===== config.mk =====
export PLATFORM = sky130hd
export DESIGN_NAME = wprot_status_ctl
export DESIGN_NICKNAME = d
export VERILOG_FILES = /design/src/rtl/wprot_pkg.sv /design/src/rtl/wprot_range_chk.sv /design/src/rtl/wprot_cycle_timer.sv /design/src/rtl/wprot_status_ctl.sv
export SDC_FILE = /design/constraint.sdc
export NUM_CORES = 1
export LEC_CHECK = 0
export BUFFER_PORTS_ARGS = -buffer_cell sky130_fd_sc_hd__buf_2
export CAP_MARGIN = 25
export CELL_PAD_IN_SITES_DETAIL_PLACEMENT = 1
export CELL_PAD_IN_SITES_GLOBAL_PLACEMENT = 1
export CORE_MARGIN = 10
export CORE_UTILIZATION = 32
export CTS_CLUSTER_DIAMETER = 150
export DETAILED_ROUTE_END_ITERATION = 16
export PLACE_DENSITY = 0.84
export SYNTH_ARGS = -nofsm -noshare
export SYNTH_HDL_FRONTEND = slang
export SYNTH_SLANG_ARGS = --single-unit
export TNS_END_PERCENT = 1

===== constraint.sdc =====
create_clock -name clk -period 2.15 [get_ports clk]
set_input_delay 0.645 -clock clk [delete_from_list [all_inputs] [get_ports clk]]
set_output_delay 0.645 -clock clk [all_outputs]
set_load 0.005 [all_outputs]

===== src/rtl/wprot_pkg.sv =====
package wprot_pkg;

    // Status byte bit positions (read side decodes these)
    localparam int STAT_WPEN  = 7;
    localparam int STAT_BP_HI = 3;
    localparam int STAT_BP_LO = 2;
    localparam int STAT_WEL   = 1;
    localparam int STAT_RDY   = 0;

    typedef struct packed {
        logic       wel;
        logic       wpen;
        logic [1:0] bp;
        logic       grant;
        logic       deny;
    } wp_state_t;

    function automatic logic [7:0] pack_status(input logic wpen, input logic [1:0] bp,
                                               input logic wel);
        logic [7:0] s;
        s             = 8'h00;
        s[STAT_WPEN]  = wpen;
        s[STAT_BP_HI] = bp[1];
        s[STAT_BP_LO] = bp[0];
        s[STAT_WEL]   = wel;
        s[STAT_RDY]   = 1'b0;
        return s;
    endfunction

endpackage


===== src/rtl/wprot_range_chk.sv =====
module wprot_range_chk #(
    parameter int PG_W = 9
) (
    input  logic [1:0]      bp_i,
    input  logic [PG_W-1:0] page_i,
    output logic            hit_o
);
    // Level boundaries, all page aligned
    localparam logic [PG_W-1:0] HALF_PG = PG_W'(1) << (PG_W - 1);
    localparam logic [PG_W-1:0] QTR3_PG = PG_W'(3) << (PG_W - 2);

    always_comb begin
        unique case (bp_i)
            2'b00:   hit_o = 1'b0;
            2'b01:   hit_o = (page_i >= QTR3_PG);
            2'b10:   hit_o = (page_i >= HALF_PG);
            default: hit_o = 1'b1;
        endcase
    end
endmodule


===== src/rtl/wprot_cycle_timer.sv =====
module wprot_cycle_timer #(
    parameter int WC_CYCLES = 20
) (
    input  logic clk,
    input  logic rst_n,
    input  logic start_i,
    output logic busy_o,
    output logic done_o
);
    localparam int CW = $clog2(WC_CYCLES + 1);

    logic [CW-1:0] cnt_d, cnt_q;

    always_comb begin
        cnt_d = cnt_q;
        if (start_i && (cnt_q == '0)) begin
            cnt_d = CW'(WC_CYCLES);
        end else if (cnt_q != '0) begin
            cnt_d = cnt_q - CW'(1);
        end
    end

    always_ff @(posedge clk or negedge rst_n) begin
        if (!rst_n) cnt_q <= '0;
        else        cnt_q <= cnt_d;
    end

    assign busy_o = (cnt_q != '0);
    assign done_o = (cnt_q == CW'(1));
endmodule


===== src/rtl/wprot_status_ctl.sv =====
module wprot_status_ctl #(
    parameter int         ADDR_W    = 17,
    parameter int         PAGE_W    = 8,
    parameter int         WC_CYCLES = 20,
    parameter logic       INIT_WPEN = 1'b0,
    parameter logic [1:0] INIT_BP   = 2'b00
) (
    input  logic                     clk,
    input  logic                     rst_n,
    input  logic                     set_wel_i,
    input  logic                     clr_wel_i,
    input  logic                     stat_wr_i,
    input  logic                     new_wpen_i,
    input  logic [1:0]               new_bp_i,
    input  logic                     page_wr_i,
    input  logic [ADDR_W-PAGE_W-1:0] page_i,
    input  logic                     wp_n_i,
    output logic [7:0]               status_o,
    output logic                     grant_o,
    output logic                     deny_o,
    output logic                     busy_o
);
    import wprot_pkg::*;

    localparam int PG_W = ADDR_W - PAGE_W;

    wp_state_t st_d, st_q;
    logic      start_wc;
    logic      wc_busy;
    logic      wc_done;
    logic      page_prot;
    logic      hw_lock;

    wprot_range_chk #(.PG_W(PG_W)) range_i (
        .bp_i   (st_q.bp),
        .page_i (page_i),
        .hit_o  (page_prot)
    );

    wprot_cycle_timer #(.WC_CYCLES(WC_CYCLES)) timer_i (
        .clk     (clk),
        .rst_n   (rst_n),
        .start_i (start_wc),
        .busy_o  (wc_busy),
        .done_o  (wc_done)
    );

    assign hw_lock = st_q.wpen & ~wp_n_i;

    always_comb begin
        st_d       = st_q;
        st_d.grant = 1'b0;
        st_d.deny  = 1'b0;
        start_wc   = 1'b0;

        if (wc_busy) begin
            // only status reads are served during a cycle
            if (stat_wr_i || page_wr_i) st_d.deny = 1'b1;
        end else if (stat_wr_i) begin
            if (st_q.wel && !hw_lock) begin
                st_d.grant = 1'b1;
                st_d.wpen  = new_wpen_i;
                st_d.bp    = new_bp_i;
                start_wc   = 1'b1;
            end else begin
                st_d.deny  = 1'b1;
            end
        end else if (page_wr_i) begin
            if (st_q.wel && !page_prot) begin
                st_d.grant = 1'b1;
                start_wc   = 1'b1;
            end else begin
                st_d.deny  = 1'b1;
            end
        end else if (clr_wel_i) begin
            st_d.wel = 1'b0;
        end else if (set_wel_i) begin
            st_d.wel = 1'b1;
        end

        if (wc_done) st_d.wel = 1'b0;
    end

    always_ff @(posedge clk or negedge rst_n) begin
        if (!rst_n) begin
            st_q.wel   <= 1'b0;
            st_q.wpen  <= INIT_WPEN;
            st_q.bp    <= INIT_BP;
            st_q.grant <= 1'b0;
            st_q.deny  <= 1'b0;
        end else begin
            st_q <= st_d;
        end
    end

    assign status_o = wc_busy ? 8'hFF : pack_status(st_q.wpen, st_q.bp, st_q.wel);
    assign grant_o  = st_q.grant;
    assign deny_o   = st_q.deny;
    assign busy_o   = wc_busy;
endmodule


==> Yosys cells after proc, flatten, opt, wreduce, memory -nomap -nowiden <==
Cells that the tools add are included.
{ "word_totals": {"register_bits": 11, "inputBits": 19, "out_inout_bits": 11, "elab_cells": 54} }
{ "op_classes": {"addsub": 1, "order_cmp": 2, "n_eq_ne": 6, "mux": 23, "bitwise_logic": 3, "reduce_logical": 13} }
{ "op_table": {"columns": ["op", "count"], "rows": [
  ["greater-or-equal comparator 9 bit, second input constant", 2],
  ["two-way mux 5 bit", 3],
  ["two-way mux 1 bit", 14],
  ["two-way mux 8 bit", 1],
  ["inequality test 2 x 1 -> 1 bit, second input constant", 3],
  ["== test 5 x 1 -> 1 bit, second input constant", 1],
  ["logical NOT 5 bit", 1],
  ["nonzero test 5 bit", 1],
  ["subtractor 5 x 1 -> 5 bit, second input constant", 1],
  ["two-way mux 2 bit", 2],
  ["two-way mux 4 bit", 1],
  ["AND reduction 4 bit", 1],
  ["logical AND 1 bit", 3],
  ["two-way mux 3 bit", 1],
  ["case mux 1 bit (3 select lines)", 1],
  ["AND reduction 3 bit", 1],
  ["nonzero test 3 bit", 1],
  ["== test 2 x 1 -> 1 bit, second input constant", 1],
  ["== test 2 bit, second input constant", 1],
  ["logical NOT 1 bit", 2],
  ["logical NOT 2 bit", 1],
  ["NOT 1 bit", 2],
  ["nonzero test 2 bit", 1],
  ["bitwise AND 1 bit", 1],
  ["logical OR 1 bit", 1]
]} }

==> Logic depth before layout (Yosys ltp) <==
{ "logic_depth": {"ltp_word": 10, "mapped_depth": 6, "ltp_nobuf": 6} }

==> Cells and area by module <==
Synthesis repeated with hierarchy kept, for this count alone.
{ "hier_totals": {"cells_unflattened": 59, "hier_area_um2": 613.1} }
{ "by_module_without_submodules": {"columns": ["module", "instances", "cells_per_inst", "area_each_um2", "seq_area_each_um2"], "rows": [
  ["wprot_status_ctl", 1, 29, 315.3, 150.1],
  ["wprot_cycle_timer", 1, 27, 284.0, 125.1],
  ["wprot_range_chk", 1, 3, 13.8, 0.0]
]} }

==> Least setup slack after synthesis <==
No wires, ideal clock.
{ "synth_timing": {"kind": "reg2out", "start": "register timer_i.cnt_q[0]", "end": "output port status_o[0]", "arrival_time_ps": 1154, "required_time_ps": 1505, "setup_slack_ps": 351, "path_stages_with_launch": 6, "n_path_buf": 1, "cell_sequence": "dfrtp_1 inv_1 ha_1 nor4b_4 inv_2 buf_4"} }
{ "synth_between": {"elab_chain_len": 2} }
{ "synth_rtl": {"columns": ["item", "line", "source"], "rows": [
  ["from (decl)", "wprot_cycle_timer.sv:12", "logic [CW-1:0] cnt_d, cnt_q;"],
  ["from (signal assigned)", "wprot_cycle_timer.sv:25", "else cnt_q <= cnt_d;"],
  ["nonzero test 5 bit", "wprot_cycle_timer.sv:28", "assign busy_o = (cnt_q != '0);"],
  ["named net busy_o", "wprot_status_ctl.sv:21", "output logic busy_o"],
  ["two-way mux 8 bit", "wprot_status_ctl.sv:96", "assign status_o = wc_busy ? 8'hFF : pack_status(st_q.wpen, st_q.bp, st_q.wel);"],
  ["to (decl)", "wprot_status_ctl.sv:18", "output logic [7:0] status_o,"]
]} }
The timed path passes the listed nets, and every way through them passes these cells.

==> Worst setup path in the final report <==
{ "layout_timing": {"start": "register timer_i.cnt_q[1]", "end": "output port status_o[4]"} }
{ "layout_between": {"elab_chain_len": 2} }
{ "layout_rtl": {"columns": ["item", "line"], "rows": [
  ["nonzero test 5 bit", "wprot_cycle_timer.sv:28"],
  ["two-way mux 8 bit", "wprot_status_ctl.sv:96"]
]} }
Every way passes these cells.

==> impl_metrics.env <==
export IMPL_p_sw_frac=0.3823
export IMPL_grt_overflow_total=0
export IMPL_timing_final_crit_share=0.9853
export IMPL_hpwlAfterDp_um=1359
export IMPL_crit_start="timer_i.cnt_q[1]$_DFFE_PN0P_"
export IMPL_die_width_um=64.74
export IMPL_drt_wl_total_um=1805
export IMPL_fp_dieArea_mm2=0.004191
export IMPL_critPathSlowestCell="dfrtp_1"
export IMPL_clockRootBuffer="clkbuf_4"
export IMPL_required_ps=1500
export IMPL_synth_seq_cells=11
export IMPL_die_y_um=64.74
export IMPL_grt_antenna_before_repair=0
export IMPL_setup_viol=0
export IMPL_cts_buffers=3
export IMPL_drtIter0Drc=13
export IMPL_synth_cell_type_count=28
export IMPL_critical_path_class="flop to output port"
export IMPL_place_area_um2=762.0
export IMPL_crit_chain="inv_2 -> ha_4 -> nor4b_4 -> buf_6 -> inv_4 -> buf_2"
export IMPL_htree_levels=1
export IMPL_crit_path_max_incr_delay_ps=390
export IMPL_period_minus_slack_ps=2118
export IMPL_vias_per_cell=5.111
export IMPL_yosysWarningCount=0
export IMPL_p_comb_frac=0.534
export IMPL_start_util=0.3299
export IMPL_crit_family="buffers and inverters"
export IMPL_design_area_um2=865.8
export IMPL_drive_above_1_share=0.4889
export IMPL_top_level_ports=30
export IMPL_tns_ps=0
export IMPL_synth_nets=81
export IMPL_synth_cells=60
export IMPL_regToRegStartpoint="timer_i.cnt_q[1]$_DFFE_PN0P_"
export IMPL_syn_avg_cell_area_um2=10.68
export IMPL_min_delay_path_class="input pin to async pin"
export IMPL_power_net_switching_w=0.0004191
export IMPL_clkPwrFrac=0.138
export IMPL_netlist_area_um2=640.6
export IMPL_syn_to_final_growth_pct=35.16
export IMPL_yosys_top_cells_area="dfrtp_1, buf_4, mux2_2"
export IMPL_clk_pin_slew_ps=70
export IMPL_clock_sinks=11
export IMPL_portBuffers=22
export IMPL_p_leak_nw=0.3824
export IMPL_final_setup_skew_ps=3.337
export IMPL_drv_slew=0
export IMPL_path_buf_inv=4
export IMPL_insertedDiodeCount=0
export IMPL_worst_pin_slew_ps=436.8
export IMPL_multi_input_area_um2=321.6
export IMPL_pwr_density_cell_mw_per_mm2=1266
export IMPL_grt_usage=0.08540
export IMPL_yosysTopAreaCellShare=0.4297
export IMPL_drt_pass1_iterations=4
export IMPL_regArea_um2=275.3
export IMPL_first_global_vias=670
export IMPL_drc=0
export IMPL_fmax_mhz=472.1
export IMPL_pwr_share_seq=0.328
export IMPL_peakVddDrop_mv=0.5186
export IMPL_vias=598
export IMPL_start_kind="flop"
export IMPL_place_gp_congestion=0.6983
export IMPL_drv_cap=0
export IMPL_cp_end_kind="output port"
export IMPL_fill_cells=250
export IMPL_core_area_mm2=0.001942
export IMPL_placementRows=16
export IMPL_grt_pass1_wl_um=2794
export IMPL_yosys_area_top_type="dfrtp_1"
export IMPL_insertion_delay_ps=280
export IMPL_critPathMaxFanout=8
export IMPL_grt_start_max_net_pins=12
export IMPL_postRouteAntennaNets=0
export IMPL_grt_setup_unrepaired="true"
export IMPL_clockBufferDepth=2
export IMPL_tritoncts="done"
export IMPL_hold_viol=0
export IMPL_worstPathArrival_ps=1470
export IMPL_cts_hold_buf=0
export IMPL_p_int_w=0.0006773
export IMPL_synth_seq_area_share=0.4297
export IMPL_slew_headroom=0.7082
export IMPL_outcome="completed"
export IMPL_wire_per_inst_um=15.43
export IMPL_fin_nets=112
[power by group through the flow]
stage                     Combinational [W]  Sequential, W  Clock [W]
after floorplan                    0.000328       0.000351          0
after global placement             0.000420       0.000363          0
after detailed placement           0.000446       0.000368          0
after CTS                          0.000542       0.000360   0.000154
after global routing               0.000648       0.000372   0.000162
final                              0.000586       0.000359   0.000151
[cells in the final DEF (no fill, tap or decap), types with 2 or more instances in the layout]
cell type	n
mux2_2	3
inv_1	2
nor3_1	2
inv_2	2
nor2b_1	2
dfrtp_1	11
xnor2_1	2
o22ai_1	3
buf_2	21
clkbuf_4	3
nand2b_1	3
buf_6	2
buf_4	8
nand2_1	3
a31oi_1	3
a21oi_1	2
[path summary, 6_finish.rpt]
| path | to | cells after the start | slack [ps] |
|---|---|---|---|
| setup / recovery | status_o[4] | 6 | 30 |
| hold / removal | timer_i.cnt_q[0]$_DFFE_PN0P_ | 1 | 220 |
| setup reg to reg | st_q[4]$_DFFE_PN0P_ | 7 | 380 |
| hold reg to reg | st_q[2]$_DFFE_PN0P_ | 1 | 510 |
| max in group asynchronous | timer_i.cnt_q[2]$_DFFE_PN0P_ | 1 | 1720 |
| min in group clk | st_q[2]$_DFFE_PN0P_ | 1 | 510 |
[synth_stat cells (all sizes together)]
cell,count
a21oi,2
a221oi,1
a31oi,3
buf,5
dfrtp,11
ha,2
inv,5
mux2,3
nand2,3
nand2b,3
nor2,1
nor2b,2
nor3,3
nor3b,1
nor4,1
nor4b,1
o2111a,1
o2111ai,1
o211a,1
o211ai,1
o21ai,1
o22ai,3
o32ai,1
or2,1
xnor2,2
xor2,1
[routing by layer]
layer / GRT usage / up-vias / routed length, um
li1: - / 276 / -
met1: 0.08424 / 296 / 711
met2: 0.1429 / 23 / 902
met3: 0.04296 / 3 / 151
met4: 0.04813 / 0 / 40
met5: 0 / - / 0
[through the flow]
step	cells	util	setup WS [ps]	total power (W)	hold slack, ps
5_1_grt	117	0.4459	-43.64	0.001182	236.5
6_report	117	0.4459	31.58	0.001096	220.0
2_1_floorplan	60	-	350.9	0.0006785	349.4
3_5_place_dp	106	0.3924	152.3	0.0008135	496.1
3_3_place_gp	106	0.3924	159.2	0.0007827	493.3
4_1_cts	114	0.4311	26.85	0.001056	229.4
[area by class of cell]
cell class                 count  area share
tap                           27     0.03902
inverter                       5     0.02457
multi-input combinational     39      0.3714
sequential                    11      0.3179
timing repair buffer          31      0.2168
clock buffer                   4     0.03035
[logic make-up (layout without fill, tap and decap cells)]
| kind of cell | Yosys count | count (layout) | synth area share |
|---|---|---|---|
| AO/OA/AOI/OAI | 15 | 15 | 0.1680 |
| XOR/XNOR | 3 | 3 | 0.04102 |
| adder cells (fa/ha/maj) | 2 | 2 | 0.03906 |
| buffers and inverters | 10 | 40 | 0.08788 |
| flip-flops | 11 | 11 | 0.4297 |
| multiplexers | 3 | 3 | 0.05273 |
| AND/OR/NAND/NOR | 16 | 16 | 0.1817 |
[registers in the layout, summed over array words and instances, names as in the netlist]
register / count
timer_i.cnt_q: 5
st_q: 4
deny_o: 1
grant_o: 1
[what timing repair did]
item	in CTS	in global routing
hold endpoints to repair	0	0
resized for setup	6	1
setup buffers	4	3
gates cloned	0	0
endpoints found under the setup margin	9	9
pin swaps	0	1
(Power assumes the default switching activity.)
